### src/rtl/tone_div_pkg.sv
package tone_div_pkg;
    localparam int CNT_W     = 8;
    localparam int NUM_PAIRS = 2;
    localparam int NUM_CH    = 2 * NUM_PAIRS;

    localparam int CB_BASE15 = 0;
    localparam int CB_JOIN34 = 3;
    localparam int CB_JOIN12 = 4;
    localparam int CB_FAST3  = 5;
    localparam int CB_FAST1  = 6;

    typedef struct packed {
        logic join_en;
        logic en_lo;
        logic en_hi;
    } pair_cfg_t;

    function automatic logic is_zero8(input logic [CNT_W-1:0] v);
        return v == '0;
    endfunction
endpackage

### src/rtl/tone_div_route.sv
module tone_div_route
    import tone_div_pkg::*;
(
    input  logic                      tick_fast,
    input  logic                      tick_64k,
    input  logic                      tick_15k,
    input  logic [7:0]                ctrl,
    output pair_cfg_t [NUM_PAIRS-1:0] cfg
);
    logic base_tick;
    assign base_tick = ctrl[CB_BASE15] ? tick_15k : tick_64k;

    localparam int FAST_BIT [NUM_PAIRS] = '{CB_FAST1, CB_FAST3};
    localparam int JOIN_BIT [NUM_PAIRS] = '{CB_JOIN12, CB_JOIN34};

    for (genvar p = 0; p < NUM_PAIRS; p++) begin : g_pair
        always_comb begin
            cfg[p].join_en = ctrl[JOIN_BIT[p]];
            cfg[p].en_lo   = ctrl[FAST_BIT[p]] ? tick_fast : base_tick;
            cfg[p].en_hi   = base_tick;
        end
    end
endmodule

### src/rtl/tone_div_pair.sv
module tone_div_pair
    import tone_div_pkg::*;
#(
    parameter int W = CNT_W
) (
    input  logic         clk,
    input  logic         rst,
    input  pair_cfg_t    cfg,
    input  logic [W-1:0] per_lo,
    input  logic [W-1:0] per_hi,
    output logic         tc_lo,
    output logic         tc_hi
);
    localparam int WW = 2 * W;

    logic [W-1:0]  cnt_lo, cnt_hi, nxt_lo, nxt_hi;
    logic [WW-1:0] joined, joined_dec;
    logic          p_lo, p_hi;

    assign joined     = {cnt_hi, cnt_lo};
    assign joined_dec = joined - WW'(1);

    always_comb begin
        nxt_lo = cnt_lo;
        nxt_hi = cnt_hi;
        p_lo   = 1'b0;
        p_hi   = 1'b0;
        if (cfg.join_en) begin
            if (cfg.en_lo) begin
                p_lo = (cnt_lo == '0);
                if (joined == '0) begin
                    nxt_lo = per_lo;
                    nxt_hi = per_hi;
                    p_hi   = 1'b1;
                end else begin
                    {nxt_hi, nxt_lo} = joined_dec;
                end
            end
        end else begin
            if (cfg.en_lo) begin
                if (cnt_lo == '0) begin
                    nxt_lo = per_lo;
                    p_lo   = 1'b1;
                end else begin
                    nxt_lo = cnt_lo - W'(1);
                end
            end
            if (cfg.en_hi) begin
                if (cnt_hi == '0) begin
                    nxt_hi = per_hi;
                    p_hi   = 1'b1;
                end else begin
                    nxt_hi = cnt_hi - W'(1);
                end
            end
        end
    end

    always_ff @(posedge clk) begin
        if (rst) begin
            cnt_lo <= '0;
            cnt_hi <= '0;
            tc_lo  <= 1'b0;
            tc_hi  <= 1'b0;
        end else begin
            cnt_lo <= nxt_lo;
            cnt_hi <= nxt_hi;
            tc_lo  <= p_lo;
            tc_hi  <= p_hi;
        end
    end

    // a low-channel pulse always follows an enable on that channel
    a_r2_lo_needs_enable: assert property (@(posedge clk) disable iff (rst)
        tc_lo |-> $past(cfg.en_lo));

    // the high pulse follows the enable that belongs to the current mode
    a_r7_hi_source: assert property (@(posedge clk) disable iff (rst)
        tc_hi |-> ($past(cfg.join_en) ? $past(cfg.en_lo) : $past(cfg.en_hi)));

    // a joined 16-bit reload coincides with a low-byte pulse
    a_r5_hi_with_lo: assert property (@(posedge clk) disable iff (rst)
        (tc_hi && $past(cfg.join_en)) |-> tc_lo);

    // an unjoined reload takes the register value seen at that edge
    a_r8_reload_value: assert property (@(posedge clk) disable iff (rst)
        (tc_lo && !$past(cfg.join_en)) |-> (cnt_lo == $past(per_lo)));

    // a joined reload loads both bytes of the 16-bit period
    a_r6_joined_reload: assert property (@(posedge clk) disable iff (rst)
        (tc_hi && $past(cfg.join_en)) |-> (joined == {$past(per_hi), $past(per_lo)}));
endmodule

### src/rtl/tone_div4.sv
module tone_div4
    import tone_div_pkg::*;
(
    input  logic       clk,
    input  logic       rst,
    input  logic       tick_fast,
    input  logic       tick_64k,
    input  logic       tick_15k,
    input  logic [7:0] freq1,
    input  logic [7:0] freq2,
    input  logic [7:0] freq3,
    input  logic [7:0] freq4,
    input  logic [7:0] ctrl,
    output logic [3:0] tone_pulse
);
    pair_cfg_t [NUM_PAIRS-1:0] cfg;
    logic [CNT_W-1:0]          per [NUM_CH];

    assign per[0] = freq1;
    assign per[1] = freq2;
    assign per[2] = freq3;
    assign per[3] = freq4;

    tone_div_route u_route (
        .tick_fast (tick_fast),
        .tick_64k  (tick_64k),
        .tick_15k  (tick_15k),
        .ctrl      (ctrl),
        .cfg       (cfg)
    );

    for (genvar p = 0; p < NUM_PAIRS; p++) begin : g_pair
        tone_div_pair #(.W(CNT_W)) u_pair (
            .clk    (clk),
            .rst    (rst),
            .cfg    (cfg[p]),
            .per_lo (per[2*p]),
            .per_hi (per[2*p+1]),
            .tc_lo  (tone_pulse[2*p]),
            .tc_hi  (tone_pulse[2*p+1])
        );
    end
endmodule

### config.mk
export PLATFORM = sky130hd
export DESIGN_NAME = tone_div4
export DESIGN_NICKNAME = d
export VERILOG_FILES = /design/src/rtl/tone_div_pkg.sv /design/src/rtl/tone_div_route.sv /design/src/rtl/tone_div_pair.sv /design/src/rtl/tone_div4.sv
export SDC_FILE = /design/constraint.sdc
export NUM_CORES = 1
export LEC_CHECK = 0
export ABC_AREA = 1
export BUFFER_PORTS_ARGS = -buffer_cell sky130_fd_sc_hd__buf_2
export CORE_MARGIN = 4
export CORE_UTILIZATION = 53
export CTS_CLUSTER_SIZE = 24
export DETAILED_ROUTE_END_ITERATION = 6
export GPL_TIMING_DRIVEN = 0
export HOLD_SLACK_MARGIN = 0.02
export MAX_ROUTING_LAYER = met4
export PLACE_DENSITY_LB_ADDON = 0.05
export REMOVE_ABC_BUFFERS = 1
export SETUP_SLACK_MARGIN = 0.05
export SLEW_MARGIN = 0
export SYNTH_ARGS = -nofsm -noshare
export SYNTH_HDL_FRONTEND = slang
export SYNTH_SLANG_ARGS = --single-unit
### constraint.sdc
create_clock -name clk -period 1.5 [get_ports clk]
set_input_delay 0.075 -clock clk [delete_from_list [all_inputs] [get_ports clk]]
set_output_delay 0.075 -clock clk [all_outputs]
set_load 0.05 [all_outputs]
== Yosys cells after proc, flatten, opt, wreduce, memory -nomap -nowiden ==
Cells that the tools add are included.
Cells by class
  $add $sub $neg: 6
  eq/ne operators: 2
  mux-type cells: 41
  reduce and logical (&&, ||, !) cells: 10
Operator list (number)
  8-bit 2-to-1 mux: 20
  16-bit zero test: 2
  8-bit zero test: 4
  16-bit by 1-bit subtractor with 16-bit output, second input constant: 2
  8-bit by 1-bit subtractor with 8-bit output, second input constant: 4
  1-bit 2-to-1 mux: 21
  2-bit by 1-bit inequality test with 1-bit output, second input constant: 2
  2-bit AND reduction: 2
  2-bit nonzero test: 2
Storage, ports and cells
  register bits: 36
  input bits: 45
  output and inout port bits: 4
  logic and storage cells: 67

== Logic depth before layout (Yosys ltp) ==
  depth in word-level cells: 4
  depth in mapped cells: 14
  depth with buffers taken out: 12

== Modules after synthesis ==
From an unflattened synthesis, not the netlist that was laid out.
Second synthesis, totals
  cells, all modules: 586
  area total of the unflattened synthesis: 3340.7 um^2
Modules (own cells, without submodules)
  tone_div_pair: times used 2, cells an instance 284, area each 1625.3 um^2, sequential area each 360.3 um^2
  tone_div_route: times used 1, cells an instance 18, area each 90.1 um^2, sequential area each 0.0 um^2

== Worst setup path after synthesis ==
Ideal clock, no wire load.
  kind: reg2reg
  start point: register g_pair[1].u_pair.cnt_hi[0]
  end point: register g_pair[1].u_pair.cnt_hi[2]
  setup time: 117 ps
  arrival: 1531 ps
  required time: 1383 ps
  path slack: -148 ps
  stages on the path, launching flop included: 14
  buffers on the path: 3
  period minus slack after synthesis: 1648 ps
  path through: dfxtp_1 -> inv_1 -> ha_1 -> buf_6 -> inv_2 -> nor2_4 -> nand2_2 -> nor2_4 -> buf_6 -> nand2_4 -> buf_6 -> nand3_1 -> a21oi_1 -> nor2_1
On the way
  longest elaborated chain between the ends: 4
  elaborated cells between the ends (all ways): 9
  those cells by class: add/sub (2); mux (5); reduce/logical (2)
Ends and longest elaborated chain
  start, declared: RTL line tone_div_pair.sv:16  | logic [W-1:0] cnt_lo, cnt_hi, nxt_lo, nxt_hi;
  start signal, assigned: RTL line tone_div_pair.sv:67  | cnt_hi <= nxt_hi;
  16-bit by 1-bit subtractor with 16-bit output (tied with other cells): RTL line tone_div_pair.sv:21  | assign joined_dec = joined - WW'(1);
  8-bit 2-to-1 mux, on equally long branches: RTL line tone_div_pair.sv:31, tone_div_pair.sv:49
  8-bit 2-to-1 mux, on equally long branches: RTL line tone_div_pair.sv:29, tone_div_pair.sv:48
  8-bit 2-to-1 mux *: RTL line tone_div_pair.sv:28  | if (cfg.join_en) begin
Mark *: on every way between the ends. The rest lies on a longest branch, timed or not. The select of a mux whose other input is x is not followed.
A chain may end at the register's enable or synchronous reset.

== Final worst setup path ==
  start point: register g_pair[1].u_pair.cnt_hi[1]
  end point: register g_pair[1].u_pair.cnt_lo[6]
On the way
  longest elaborated chain between the ends: 4
Ends and longest elaborated chain
  16-bit zero test: RTL line tone_div_pair.sv:31  | if (joined == '0) begin
  8-bit 2-to-1 mux: RTL line tone_div_pair.sv:31
  8-bit 2-to-1 mux: RTL line tone_div_pair.sv:29  | if (cfg.en_lo) begin
  8-bit 2-to-1 mux: RTL line tone_div_pair.sv:28
  end signal, assigned: RTL line tone_div_pair.sv:66  | cnt_lo <= nxt_lo;
  end, declared: RTL line tone_div_pair.sv:16
No other way between the ends. The select of a mux whose other input is x is not followed.

==> summary.md <==
| Metric | Value |
|---|---|
| Initial antenna violation count | `0` |
| IO Pins | `49` |
| Syn Std Cell Area | `3270 µm²` |
| Core area | `5960 µm²` |
| Cells after Synth | `571` |
| DRC | `0` |
| CTS Hold Buffers Added | `0` |
| Critical Path Start Type | `flop` |
| Number of synthesized flops with an enable pin | `0` |
| H-tree levels | `2` |
| Maximum VDD drop | `0.696 mV` |
| Worst Hold Slack | `0.0425 ns` |
| Status | `complete, but fails checks` |
| First-pass GRT wire length | `17300 µm` |
| Dominant cells by area after synthesis | `dfxtp_1, nand2_1, nand3_1` |
| Layout cells sized above 1 | `0.372` |
| Total Power | `0.00533 W` |
| TritonRoute pass-1 iters | `6` |
| Inserted Diodes | `0` |
| CP Max Fanout | `6` |
| FMAX | `0.612 GHz` |
| Clock Path Buffers | `2` |
| Synth Area per Inst | `5.72 µm²` |
| Post-Layout Cell Count | `729` |
| Clock Latency Late Sink | `0.30 ns` |
| Fin Setup TNS | `-1.88 ns` |
| Port bufs | `45` |
| Cell leakage power | `2.26 nW` |
| DP HPWL | `6040 µm` |
| Routed WL | `11600 µm` |
| Power per cell area | `1160 nW/µm²` |
| Pin count of the biggest net entering global routing | `28` |
| DP Cell Count | `668` |
| Root Buffer | `clkbuf_8` |
| Sequential share of the synthesized area | `0.221` |
| Post-synth ARST share | `0` |
| Largest area contributor in the netlist | `dfxtp_1` |
| Crit Path Class | `flop to flop` |
| Total congestion overflow | `0` |
| Routed len/inst | `15.9 µm` |
| CTS buffer count | `5` |
| Vias in the first global route | `3882` |
| Worst hold path type | `input pin to flop` |
| Actual slew at the worst max-slew pin | `0.916 ns` |
| CP endpoint kind | `flop` |
| CTS sink count | `36` |
| Layout area overhead | `40.5%` |
| RSZ-0062 raised after global routing | `true` |
| Worst EP arrival | `1.84 ns` |
| Initial Utilization | `0.549` |
| Die Height | `86.5 µm` |
| Final min period | `1.63 ns` |
| Top_reg_cell synth | `dfxtp_1` |
| Yosys top cell area share | `0.221` |
| Worst-path clk slew | `0.08 ns` |
| CTS tree | `built` |
| Final Max Tran Viols | `0` |
| DR iter-0 viols | `372` |
| Fin crit share | `1.09` |
| Gr usage total | `0.294` |
| Final setup vio count | `29` |
| Final net count | `704` |
| Worst Path Required | `1.70 ns` |
| Post-DRT Antenna Nets | `0` |
| Worst setup margin | `-0.135 ns` |
| Chip width | `86.5 µm` |
| Via/cell ratio | `5.82` |
| Max_cap viols | `0` |
| Slew Limit Headroom | `0.389` |
| Final setup skew | `0.00592 ns` |
| Netlist cell types | `32` |
| Total number of vias | `4243` |
| Failing checks | `negative setup slack` |
| Count of state elements after synthesis | `36` |
| Synth Warn # | `0` |
| Gp weighted congestion | `0.915` |
| Die area | `7480 µm²` |
| # rows | `28` |
| Final hold vios | `0` |
-- state kept, by name (all words and copies together), names as in the netlist --
| register | cells |
|---|---|
| g_pair.u_pair.tc_hi | 2 |
| g_pair.u_pair.tc_lo | 2 |
| g_pair.u_pair.cnt_hi | 16 |
| g_pair.u_pair.cnt_lo | 16 |
-- cells in the mapped netlist (6+ instances only) --
cell type  instances
a21oi_1           46
buf_4              7
clkbuf_1           8
dfxtp_1           36
ha_1               6
inv_1             79
nand2_1          152
nand2_2            6
nand3_1           66
nor2_1            62
o21ai_0           43
o21ai_1            8
xor2_1            11
-- layout by cell type (no fill, tap or decap), types with 12 or more instances in the layout --
cell and n:
nand2_2 17, a21oi_1 27, nand3_2 24, o21ai_0 36, nand3_1 44, nand2_1 135, inv_1 66, buf_4 31
a21oi_2 22, nor2_1 47, buf_2 45, inv_2 12, dfxtp_1 24
-- per-stage QoR --
step / cell area (µm²) / utilization / setup WS, ns
after CTS: 4200 / 0.706 / -0.0769
after global placement: 3440 / 0.577 / -0.908
after global routing: 4590 / 0.771 / -0.215
final: 4590 / 0.771 / -0.135
after detailed placement: 3440 / 0.577 / -0.936
after floorplan: 3120 / - / -0.448
-- cell type report --
cell class	count	area, µm²
clock buffers	7	86.3
clock inverters	1	7.51
fillers	409	1370
inverters	81	314
multi-input cells	434	2620
flip-flops and latches	36	738
well taps	75	93.8
repair buffers	95	727
-- critical path, cell delays in order, from the launching register on --
cell	delay (ns)
dfxtp_2	0.33
inv_2	0.07
ha_4	0.13
inv_2	0.04
nor2_4	0.11
nand2_2	0.08
nor2_4	0.20
buf_6	0.18
o21ai_4	0.09
nand2_1	0.07
nand3_1	0.08
nand2_1	0.10
inv_1	0.04
-- logic make-up (layout without fill, tap and decap cells) --
logic type	after synthesis	count (layout)	share of synthesized area
AO/OA/AOI/OAI	105	105	0.173
XOR/XNOR	12	12	0.0322
adder cells (fa/ha/maj)	6	6	0.0230
buffers and inverters	104	184	0.138
flip-flops	36	36	0.221
AND/OR/NAND/NOR	308	311	0.413
-- worst paths after layout --
path	cells after the start	slack, ns	endpoint	startpoint
setup / recovery	12	-0.13	g_pair[1].u_pair.cnt_lo[6]	g_pair[1].u_pair.cnt_hi[1]
hold / removal	3	0.04	g_pair[1].u_pair.cnt_lo[4]	freq3[4]
setup reg to reg	12	-0.13	g_pair[1].u_pair.cnt_lo[6]	g_pair[1].u_pair.cnt_hi[1]
hold reg to reg	2	0.51	g_pair[0].u_pair.cnt_lo[5]	g_pair[0].u_pair.cnt_lo[5]
-- per-layer routing --
| layer | share of wire | track usage | vias up |
|---|---|---|---|
| met4 | 0.056 | 0.147 | 0 |
| li1 | - | - | 1989 |
| met5 | 0 | - | - |
| met1 | 0.36 | 0.310 | 1918 |
| met2 | 0.50 | 0.526 | 255 |
| met3 | 0.082 | 0.0485 | 81 |
-- power by group --
group | internal, W | switching (W) | leakage [nW]
sequential | 0.00110 | 0.000182 | 0.302
clock | 0.000374 | 0.000399 | 0.0445
combinational | 0.00133 | 0.00194 | 1.91
-- what timing repair did --
| action | in CTS | in global routing |
|---|---|---|
| setup buffers | 41 | 10 |
| resized for setup | 83 | 81 |
| endpoints found under the setup margin | 35 | 35 |
| cloned | 3 | 1 |
| pin swaps | 30 | 43 |
Note: power is estimated with default switching activity, not from simulation.
